<file path="config.mk">
export PLATFORM = sky130hd
export DESIGN_NAME = vpu_cpu_port
export DESIGN_NICKNAME = d
export VERILOG_FILES = /design/src/rtl/vpu_port_pkg.sv /design/src/rtl/vpu_port_ctrl.sv /design/src/rtl/vpu_port_dp.sv /design/src/rtl/vpu_cpu_port.sv
export SDC_FILE = /design/constraint.sdc
export NUM_CORES = 1
export LEC_CHECK = 0
export ABC_AREA = 0
export BUFFER_PORTS_ARGS = -buffer_cell sky130_fd_sc_hd__buf_2
export CORE_MARGIN = 8
export CORE_UTILIZATION = 44
export DETAILED_ROUTE_END_ITERATION = 12
export GPL_TIMING_DRIVEN = 0
export PLACE_DENSITY = 0.86
export SYNTH_ARGS = -nofsm -noshare
export SYNTH_HDL_FRONTEND = slang
export SYNTH_SLANG_ARGS = --single-unit
</file>
<file path="constraint.sdc">
create_clock -name clk -period 1.88 [get_ports clk]
set_input_delay 0 -clock clk [delete_from_list [all_inputs] [get_ports clk]]
set_output_delay 0 -clock clk [all_outputs]
set_load 0.005 [all_outputs]
</file>
<file path="src/rtl/vpu_port_pkg.sv">
package vpu_port_pkg;
  localparam int DATA_W   = 8;
  localparam int NUM_REGS = 8;
  localparam int IDX_W    = $clog2(NUM_REGS);

  typedef enum logic [IDX_W-1:0] {
    IDX_CTRL = 3'd0,
    IDX_MASK = 3'd1,
    IDX_STAT = 3'd2,
    IDX_OBJA = 3'd3,
    IDX_OBJD = 3'd4,
    IDX_SCRL = 3'd5,
    IDX_ADDR = 3'd6,
    IDX_DATA = 3'd7
  } reg_idx_e;

  typedef struct packed {
    logic              ctrlWr;
    logic              maskWr;
    logic              scrollWr;
    logic              addrWr;
    logic              secondHalf;
    logic              statusRd;
    logic              dataRd;
    logic              dataWr;
    logic [DATA_W-1:0] wdata;
  } port_stb_t;
endpackage

</file>
<file path="src/rtl/vpu_port_ctrl.sv">
module vpu_port_ctrl
  import vpu_port_pkg::*;
#(
  parameter int ADDR_W = 16
) (
  input  logic              clk,
  input  logic              rstN,
  input  logic              cpuSel,
  input  logic [ADDR_W-1:0] cpuAddr,
  input  logic              cpuRd,
  input  logic              cpuWr,
  input  logic [DATA_W-1:0] cpuWdata,
  output port_stb_t         stb,
  output reg_idx_e          regIdx,
  output logic              readEn
);
  logic [NUM_REGS-1:0] hit;
  logic                toggle;
  logic                unusedAddrHi;

  // incomplete decode: upper address bits are dropped on purpose
  assign unusedAddrHi = ^cpuAddr[ADDR_W-1:IDX_W];

  for (genvar i = 0; i < NUM_REGS; i++) begin : g_dec
    assign hit[i] = cpuSel && (cpuAddr[IDX_W-1:0] == IDX_W'(i));
  end

  assign regIdx = reg_idx_e'(cpuAddr[IDX_W-1:0]);
  assign readEn = cpuSel && cpuRd;

  always_comb begin
    stb            = '0;
    stb.ctrlWr     = hit[IDX_CTRL] && cpuWr;
    stb.maskWr     = hit[IDX_MASK] && cpuWr;
    stb.scrollWr   = hit[IDX_SCRL] && cpuWr;
    stb.addrWr     = hit[IDX_ADDR] && cpuWr;
    stb.statusRd   = hit[IDX_STAT] && cpuRd;
    stb.dataRd     = hit[IDX_DATA] && cpuRd;
    stb.dataWr     = hit[IDX_DATA] && cpuWr;
    stb.secondHalf = toggle;
    stb.wdata      = cpuWdata;
  end

  // shared first/second write toggle for scroll and address slots
  always_ff @(posedge clk) begin
    if (!rstN)                         toggle <= 1'b0;
    else if (stb.statusRd)             toggle <= 1'b0;
    else if (stb.scrollWr || stb.addrWr) toggle <= ~toggle;
  end
endmodule

</file>
<file path="src/rtl/vpu_port_dp.sv">
module vpu_port_dp
  import vpu_port_pkg::*;
#(
  parameter int VRAM_AW  = 14,
  parameter int ROW_STEP = 32
) (
  input  logic               clk,
  input  logic               rstN,
  input  port_stb_t          stb,
  input  reg_idx_e           regIdx,
  input  logic               readEn,
  input  logic               vblankStart,
  input  logic               vblankEnd,
  input  logic               sprZeroHit,
  input  logic               sprOverflow,
  input  logic [DATA_W-1:0]  vramRdata,
  output logic [DATA_W-1:0]  cpuRdata,
  output logic [VRAM_AW-1:0] vramAddr,
  output logic               vramRdReq,
  output logic               vramWrReq,
  output logic [DATA_W-1:0]  vramWdata,
  output logic               irqOut,
  output logic [VRAM_AW-1:0] ntBase,
  output logic [VRAM_AW-1:0] bgBase,
  output logic [VRAM_AW-1:0] sprBase,
  output logic               tallSprites,
  output logic [DATA_W-1:0]  maskBits,
  output logic [DATA_W-1:0]  scrollX,
  output logic [DATA_W-1:0]  scrollY,
  output logic [VRAM_AW-1:0] curPtr,
  output logic               irqEnable,
  output logic               stepDown
);
  localparam int HI_W     = VRAM_AW - DATA_W;
  localparam int NT_ORG   = 32'h2000;
  localparam int NT_SPAN  = 32'h0400;
  localparam int PAT_SHFT = 12;

  logic [1:0]         ntSel;
  logic               bgHi, sprHi, vblFlag;
  logic [HI_W-1:0]    hiLatch;
  logic [VRAM_AW-1:0] ptr, stepAmt;

  // control fields
  always_ff @(posedge clk) begin
    if (!rstN) begin
      irqEnable   <= 1'b0;
      tallSprites <= 1'b0;
      bgHi        <= 1'b0;
      sprHi       <= 1'b0;
      stepDown    <= 1'b0;
      ntSel       <= 2'b00;
    end else if (stb.ctrlWr) begin
      irqEnable   <= stb.wdata[7];
      tallSprites <= stb.wdata[5];
      bgHi        <= stb.wdata[4];
      sprHi       <= stb.wdata[3];
      stepDown    <= stb.wdata[2];
      ntSel       <= stb.wdata[1:0];
    end
  end

  always_ff @(posedge clk) begin
    if (!rstN)           maskBits <= '0;
    else if (stb.maskWr) maskBits <= stb.wdata;
  end

  always_ff @(posedge clk) begin
    if (!rstN) begin
      scrollX <= '0;
      scrollY <= '0;
    end else if (stb.scrollWr) begin
      if (stb.secondHalf) scrollY <= stb.wdata;
      else                scrollX <= stb.wdata;
    end
  end

  assign ntBase  = VRAM_AW'(NT_ORG + int'(ntSel) * NT_SPAN);
  assign bgBase  = VRAM_AW'(int'(bgHi) << PAT_SHFT);
  assign sprBase = VRAM_AW'(int'(sprHi) << PAT_SHFT);

  // pointer and memory requests
  assign stepAmt = stepDown ? VRAM_AW'(ROW_STEP) : VRAM_AW'(1);

  always_ff @(posedge clk) begin
    if (!rstN) begin
      ptr     <= '0;
      hiLatch <= '0;
    end else if (stb.addrWr) begin
      if (stb.secondHalf) ptr     <= {hiLatch, stb.wdata};
      else                hiLatch <= stb.wdata[HI_W-1:0];
    end else if (stb.dataRd || stb.dataWr) begin
      ptr <= ptr + stepAmt;
    end
  end

  always_ff @(posedge clk) begin
    if (!rstN) begin
      vramAddr  <= '0;
      vramRdReq <= 1'b0;
      vramWrReq <= 1'b0;
      vramWdata <= '0;
    end else begin
      vramRdReq <= stb.dataRd;
      vramWrReq <= stb.dataWr;
      if (stb.dataRd || stb.dataWr) vramAddr  <= ptr;
      if (stb.dataWr)               vramWdata <= stb.wdata;
    end
  end

  assign curPtr = ptr;

  // vertical blank flag: the start pulse has priority over clearing
  always_ff @(posedge clk) begin
    if (!rstN)                          vblFlag <= 1'b0;
    else if (vblankStart)               vblFlag <= 1'b1;
    else if (stb.statusRd || vblankEnd) vblFlag <= 1'b0;
  end

  assign irqOut = vblFlag && irqEnable;

  always_comb begin
    cpuRdata = '0;
    if (readEn) begin
      unique case (regIdx)
        IDX_STAT: cpuRdata = {vblFlag, sprZeroHit, sprOverflow, 5'b00000};
        IDX_DATA: cpuRdata = vramRdata;
        default:  cpuRdata = '0;
      endcase
    end
  end
endmodule

</file>
<file path="src/rtl/vpu_cpu_port.sv">
module vpu_cpu_port
  import vpu_port_pkg::*;
#(
  parameter int ADDR_W   = 16,
  parameter int VRAM_AW  = 14,
  parameter int ROW_STEP = 32
) (
  input  logic               clk,
  input  logic               rstN,
  input  logic               cpuSel,
  input  logic [ADDR_W-1:0]  cpuAddr,
  input  logic               cpuRd,
  input  logic               cpuWr,
  input  logic [7:0]         cpuWdata,
  output logic [7:0]         cpuRdata,
  input  logic               vblankStart,
  input  logic               vblankEnd,
  input  logic               sprZeroHit,
  input  logic               sprOverflow,
  input  logic [7:0]         vramRdata,
  output logic [VRAM_AW-1:0] vramAddr,
  output logic               vramRdReq,
  output logic               vramWrReq,
  output logic [7:0]         vramWdata,
  output logic               irqOut,
  output logic [VRAM_AW-1:0] ntBase,
  output logic [VRAM_AW-1:0] bgBase,
  output logic [VRAM_AW-1:0] sprBase,
  output logic               tallSprites,
  output logic [7:0]         maskBits,
  output logic [7:0]         scrollX,
  output logic [7:0]         scrollY
);
  port_stb_t          stb;
  reg_idx_e           regIdx;
  logic               readEn;
  logic [VRAM_AW-1:0] curPtr;
  logic               irqEnable;
  logic               stepDown;

  vpu_port_ctrl #(.ADDR_W(ADDR_W)) u_ctrl (
    .clk(clk), .rstN(rstN), .cpuSel(cpuSel), .cpuAddr(cpuAddr),
    .cpuRd(cpuRd), .cpuWr(cpuWr), .cpuWdata(cpuWdata),
    .stb(stb), .regIdx(regIdx), .readEn(readEn)
  );

  vpu_port_dp #(.VRAM_AW(VRAM_AW), .ROW_STEP(ROW_STEP)) u_dp (
    .clk(clk), .rstN(rstN), .stb(stb), .regIdx(regIdx), .readEn(readEn),
    .vblankStart(vblankStart), .vblankEnd(vblankEnd),
    .sprZeroHit(sprZeroHit), .sprOverflow(sprOverflow),
    .vramRdata(vramRdata), .cpuRdata(cpuRdata),
    .vramAddr(vramAddr), .vramRdReq(vramRdReq), .vramWrReq(vramWrReq),
    .vramWdata(vramWdata), .irqOut(irqOut),
    .ntBase(ntBase), .bgBase(bgBase), .sprBase(sprBase),
    .tallSprites(tallSprites), .maskBits(maskBits),
    .scrollX(scrollX), .scrollY(scrollY),
    .curPtr(curPtr), .irqEnable(irqEnable), .stepDown(stepDown)
  );
endmodule

</file>
==> results_dict.tcl, run 1 <==
set metrics [dict create \
    drt-wirelength-per-cell_um 15.7 \
    ios 141 \
    vias 3319 \
    grt_max_degree 14 \
    core_um2 7770 \
    grt_pass1_vias 3322 \
    top_layer_used "met4" \
    fin_crit_ps 1850 \
    start_util_pct 45.8 \
    clk_pin_slew_worst_paths_ps 80 \
    worstPathMaxFanout 6 \
    htree_num_levels 3 \
    outcome "completed" \
    route.met3.wl_um 1130 \
    ir_drop_mv 0.495 \
    dr_wl_met2_um 4980 \
    min_period_over_period_pct 98.2 \
    dieArea_um2 11200 \
    cts.sinks 77 \
    clock_path_buffers 2 \
    antenna_cells 0 \
    finalPower_w 0.00326 \
    synth.avg_cell_area_um2 8.76 \
    yosysUniqueCellTypes 56 \
    worstSetupPathType "flip-flop to flip-flop" \
    synth-edff-count 0 \
    fin_nets 597 \
    slew_violations 0 \
    yosysTopAreaCell "dfxtp_1" \
    relSlewSlack_pct 48.1 \
    synth_seq_cells 77 \
    worstSetupStartpointType "flip-flop" \
    hpwl_um 7610 \
    p_leak_nw 2.13 \
    wl_met1_um 4120 \
    chipHeight_um 106 \
    ant_nets 0 \
    areaGrowthSynthToFinish_pct 30.7 \
    max_freq_ghz 0.542 \
    placedInstanceArea_um2 4250 \
    power_density_nw_per_um2 701 \
    via_per_inst 5.03 \
    yosys_warnings 0 \
    worstPathRequired_ps 2150 \
    ys_seq_area_share_pct 43.4 \
    numCtsBuffers 9 \
    synth.most_common_cell "dfxtp_1" \
    finalHoldViolations 0 \
    async_flop_share_pct 0 \
    final.setup_skew_ps 7.54 \
    fillers 692 \
    tightest_slew_ps 772 \
    end_kind "flip-flop" \
    netlist_area_um2 3550 \
    ys_top_cells_by_area "dfxtp_1 43%, mux2i_1 11%, buf_4 8.4%" \
    layout-drive-gt1-share_pct 29.4 \
    io_buffers 86 \
    grt_pass1_wl_um 16600 \
    rsz0062_at_grt "yes" \
    yosys_most_used_dff "dfxtp_1" \
    grt_overflow 0 \
    cap_viol_max_count 0 \
    worstHoldPathType "input pin to flip-flop" \
    cts_tree "done" \
    synthTopCellsByCount "77 x dfxtp_1, 57 x nand2_1, 49 x nor2_1" \
    antenna_found_initial 0 \
    setup_violations 0 \
    gp_congestion 0.828 \
    syn_inst 406 \
    die_w_um 106 \
    synth_top_area_share_pct 43.4 \
    drt_first_pass_iters 5 \
    cts-root-buf "clkbuf_8" \
    cp.arrival_ps 2120 \
    row_count 32 \
    final_util_pct 59.8 \
    grtUsageTotal_pct 18.1 \
    clk_latency_ps 350 \
    drc 0 \
    final_cell_area_um2 4650 \
    drt_iter0_drc 208 \
    routed_wirelength_um 10400 \
]
path summary, 6_finish.rpt:
check	from	end	slack, ps	cells after the start
worst max-delay path	u_dp.stepDown	u_dp.curPtr[12]	30	5
worst min-delay path	cpuSel	u_dp.vramRdReq	30	3
worst max register to register	u_dp.stepDown	u_dp.curPtr[12]	30	5
worst min register to register	u_dp.vramAddr[4]	u_dp.vramAddr[4]	450	2
metal layers:
layer  vias up  GRT usage [%]
li1       1616              -
met1      1533           20.1
met2       157           30.3
met3        13           7.92
met4         0           5.73
met5         -              0
stage by stage:
step	TNS (ps)	setup WS, ps	hold WS [ps]	cells
3_5_place_dp	-850	-215	238	630
2_1_floorplan	0	130	110	442
4_1_cts	0	12.5	16.6	658
6_report	0	33.4	26.6	660
5_1_grt	-138	-43.2	36.7	660
3_3_place_gp	-725	-219	216	630
cell type report:
type | instances | area [um^2] | share of cell area (%)
Multi-Input combinational cell | 298 | 1790 | 38.6
Sequential cell | 77 | 1550 | 33.3
Timing Repair Buffer | 100 | 563 | 12.1
Buffer | 60 | 380 | 8.19
Clock buffer | 11 | 151 | 3.26
Tap cell | 102 | 128 | 2.75
Clock inverter | 5 | 58.8 | 1.27
Inverter | 7 | 26.3 | 0.565
flip-flops by register name, indices dropped and copies added, names as in the netlist:
register / count
u_dp.vramAddr: 14
u_dp.scrollX: 8
u_dp.vramWrReq: 1
u_dp.vramWdata: 8
u_dp.hiLatch: 6
u_dp.curPtr: 14
u_dp.scrollY: 8
u_dp.bgHi: 1
u_dp.sprHi: 1
u_dp.maskBits: 8
u_ctrl.toggle: 1
u_dp.vramRdReq: 1
u_dp.stepDown: 1
u_dp.tallSprites: 1
u_dp.ntSel: 2
u_dp.irqEnable: 1
u_dp.vblFlag: 1
kinds of logic (layout without fill, tap and decap cells):
family	after synthesis	after routing	synth area share [%]
AO/OA/AOI/OAI	63	63	11.8
adder cells (fa/ha/maj)	3	3	1.06
flip-flops	77	77	43.4
AND/OR/NAND/NOR	152	152	20.4
other	2	38	0.211
XOR/XNOR	2	2	0.493
buffers and inverters	67	183	11.4
multiplexers	40	40	11.3
cells in the final DEF, fill, tap and decap left out, types with 4 or more instances in the layout:
master / count
dfxtp_1: 76
nand3_1: 4
clkbuf_8: 11
nor3_1: 5
nor2_1: 49
a211oi_1: 4
buf_4: 43
clkbuf_1: 16
nand2_1: 56
buf_2: 89
mux2i_1: 39
conb_1: 38
and3_1: 4
inv_1: 5
a31oi_1: 6
and2_1: 6
a21oi_1: 25
dlygate4sd3_1: 11
repair_timing:
| action | in CTS | in global routing |
|---|---|---|
| resized for setup | 6 | 6 |
| buffers inserted | 1 | 2 |
| pin swaps | 1 | 5 |
| hold endpoints to repair | 13 | 0 |
| hold buffers | 11 | 0 |
| endpoints found under the setup margin | 7 | 8 |
critical path, stage by stage (launching register included):
cell,delay [ps]
dfxtp_4,380
ha_4,290
nand3_2,90
o31a_1,390
or4_1,500
a31oi_1,130
power breakdown:
group          total, W  switching (W)  internal (W)
sequential      0.00166      0.0000130       0.00164
combinational  0.000298       0.000162      0.000136
clock           0.00130       0.000618      0.000685
total           0.00326       0.000792       0.00247
(Power assumes the default switching activity.)
==> run 2: changes to the inputs <==
- CORE_ASPECT_RATIO: default -> 1.75
- HOLD_SLACK_MARGIN: default -> 0.15
==> run 2 against run 1 <==
The flow now finishes with violations (setup timing). Clock skew decreased by 3.6 ps. First-iteration DRC count increased by 15%. Fmax decreased by 3.7%. Largest cell class unchanged.
==> results_dict.tcl, run 2 (synthesis results as in run 1) <==
set metrics [dict create \
    rsz0062_at_grt "yes" \
    ios 141 \
    start_util_pct 44.9 \
    chipHeight_um 135 \
    violations "setup timing" \
    setup_violations 1 \
    drt-wirelength-per-cell_um 16.1 \
    grtUsageTotal_pct 18.0 \
    finalPower_w 0.00376 \
    hpwl_um 7890 \
    p_leak_nw 2.22 \
    worstSetupPathType "flip-flop to flip-flop" \
    antenna_cells 0 \
    pwr-share-clk_pct 47.8 \
    dieArea_um2 11300 \
    crit_path_cell_trace "inv_1 -> ha_4 -> ha_4 -> nand2_1 -> o31a_1 -> or4_1 -> a31oi_1" \
    clk_pin_slew_worst_paths_ps 60 \
    slowest_delay_ps 480 \
    drc 0 \
    cp_top_family "simple AND/OR/NAND/NOR gates" \
    layout_common_cells "89 x buf_2, 76 x dfxtp_1, 57 x nand2_1" \
    finalHoldViolations 0 \
    fillers 679 \
    worstPathMaxFanout 6 \
    relSlewSlack_pct 50.4 \
    end_kind "flip-flop" \
    final_common_cell "buf_2" \
    row_count 43 \
    grt_pass1_vias 3363 \
    clock_path_buffers 2 \
    antenna_found_initial 0 \
    htree_num_levels 3 \
    layout-drive-gt1-share_pct 28.8 \
    multiInputGateArea_um2 1810 \
    cap_viol_max_count 0 \
    swShare_pct 21.7 \
    cpMaxStageDelayCell "or4_1" \
    worst_hold_slack_ps 154 \
    clk_latency_ps 330 \
    grt_pass1_wl_um 16700 \
    via_per_inst 5.03 \
    worstHoldPathType "input pin to flip-flop" \
    worstPathRequired_ps 2120 \
    cpMostUsedCell "ha_4" \
    fin_crit_ps 1920 \
    layout_setup_ws_ps -38.4 \
    tightest_slew_ps 738 \
    areaGrowthSynthToFinish_pct 34.1 \
    slew_violations 0 \
    cp.arrival_ps 2160 \
    drt_first_pass_iters 4 \
    final.setup_skew_ps 3.93 \
    routed_wirelength_um 10400 \
    max_freq_ghz 0.521 \
    power_density_nw_per_um2 789 \
    outcome "complete, but fails checks" \
    cts_tree "done" \
    path_buf_inv 1 \
    worstSetupStartpointType "flip-flop" \
    fin_nets 598 \
    vias 3263 \
    grt_overflow 0 \
    ant_nets 0 \
    switchingPower_w 0.000817 \
    min_period_over_period_pct 102 \
    cts.sinks 77 \
    ir_drop_mv 0.628 \
    intPower_w 0.00294 \
    cts-root-buf "clkbuf_16" \
    p_seq_share_pct 44.2 \
    numCtsBuffers 9 \
    regArea_um2 1550 \
    final_util_pct 60.3 \
    setup-tns-final_ps -38.4 \
    p_comb_share_pct 8.0 \
    core_um2 7910 \
    grt_max_degree 13 \
    io_buffers 86 \
    drt_iter0_drc 240 \
    gp_congestion 0.889 \
    die_w_um 83.9 \
]
## run 2: cell count changes in the layout (fill, tap and decap cells not counted), sizes merged
cell	previous run	this run
bufinv	1	2
clkbuf	28	27
clkinvlp	2	0
clkinv	2	3
buf	132	131
dlygate4sd3	11	14
## run 2: area by class of cell
class                   count  area share (%)
inverters                   7           0.551
flip-flops and latches     77            32.4
clock inverters             5            1.58
clock buffers              11            4.88
well taps                  90            2.36
plain buffers              59            7.90
multi-input cells         298            38.0
repair buffers            102            12.3
## run 2: power groups by stage
stage          Combinational, W  Clock, W  Sequential [W]
3_5_place_dp           0.000267         0         0.00170
5_1_grt                0.000330   0.00189         0.00166
4_1_cts                0.000290   0.00180         0.00166
2_1_floorplan          0.000174         0         0.00169
6_report               0.000302   0.00180         0.00166
3_3_place_gp           0.000262         0         0.00169
## run 2: path summary, 6_finish.rpt
kind	to	slack, ps	start	cells past startpoint
worst min register to register	u_dp.vramAddr[10]	450	u_dp.vramAddr[10]	2
worst min-delay path	u_ctrl.toggle	150	cpuAddr[2]	3
worst max-delay path	u_dp.curPtr[12]	-40	u_dp.stepDown	7
worst max register to register	u_dp.curPtr[12]	-40	u_dp.stepDown	7
## run 2: worst reg2reg max path, delay by kind of cell, from the launching register on
| family | cells | cell delay (ps) |
|---|---|---|
| AOI/OAI and AO/OA | 2 | 550 |
| DFF | 1 | 360 |
| adders and majority gates | 2 | 270 |
| and+or+nand+nor | 2 | 550 |
| buffers and inverters | 1 | 90 |
## run 2: through the flow
step	instance area [um^2]	setup WS [ps]	instances
floorplan	3690	130	442
global placement	4230	-290	618
detailed placement	4230	-309	618
CTS	4710	3.08	650
global route	4770	-65.5	649
finish	4770	-38.4	649
## run 2: layer usage
metal / vias to the layer above / track usage [%] / share of wire, % / wire length [um]
met2: 135 / 34.0 / 54 / 5670
met1: 1484 / 17.1 / 36 / 3720
met3: 28 / 5.91 / 7.5 / 783
met5: - / 0 / 0 / 0
met4: 0 / 7.72 / 2.6 / 268
li1: 1616 / - / - / -
## run 2: repair_timing
action | in CTS | in global routing
setup buffers | 2 | 0
pin swaps | 2 | 4
setup endpoints to repair | 6 | 7
resized for setup | 4 | 8
hold endpoints to repair | 57 | 0
hold buffers | 14 | 0
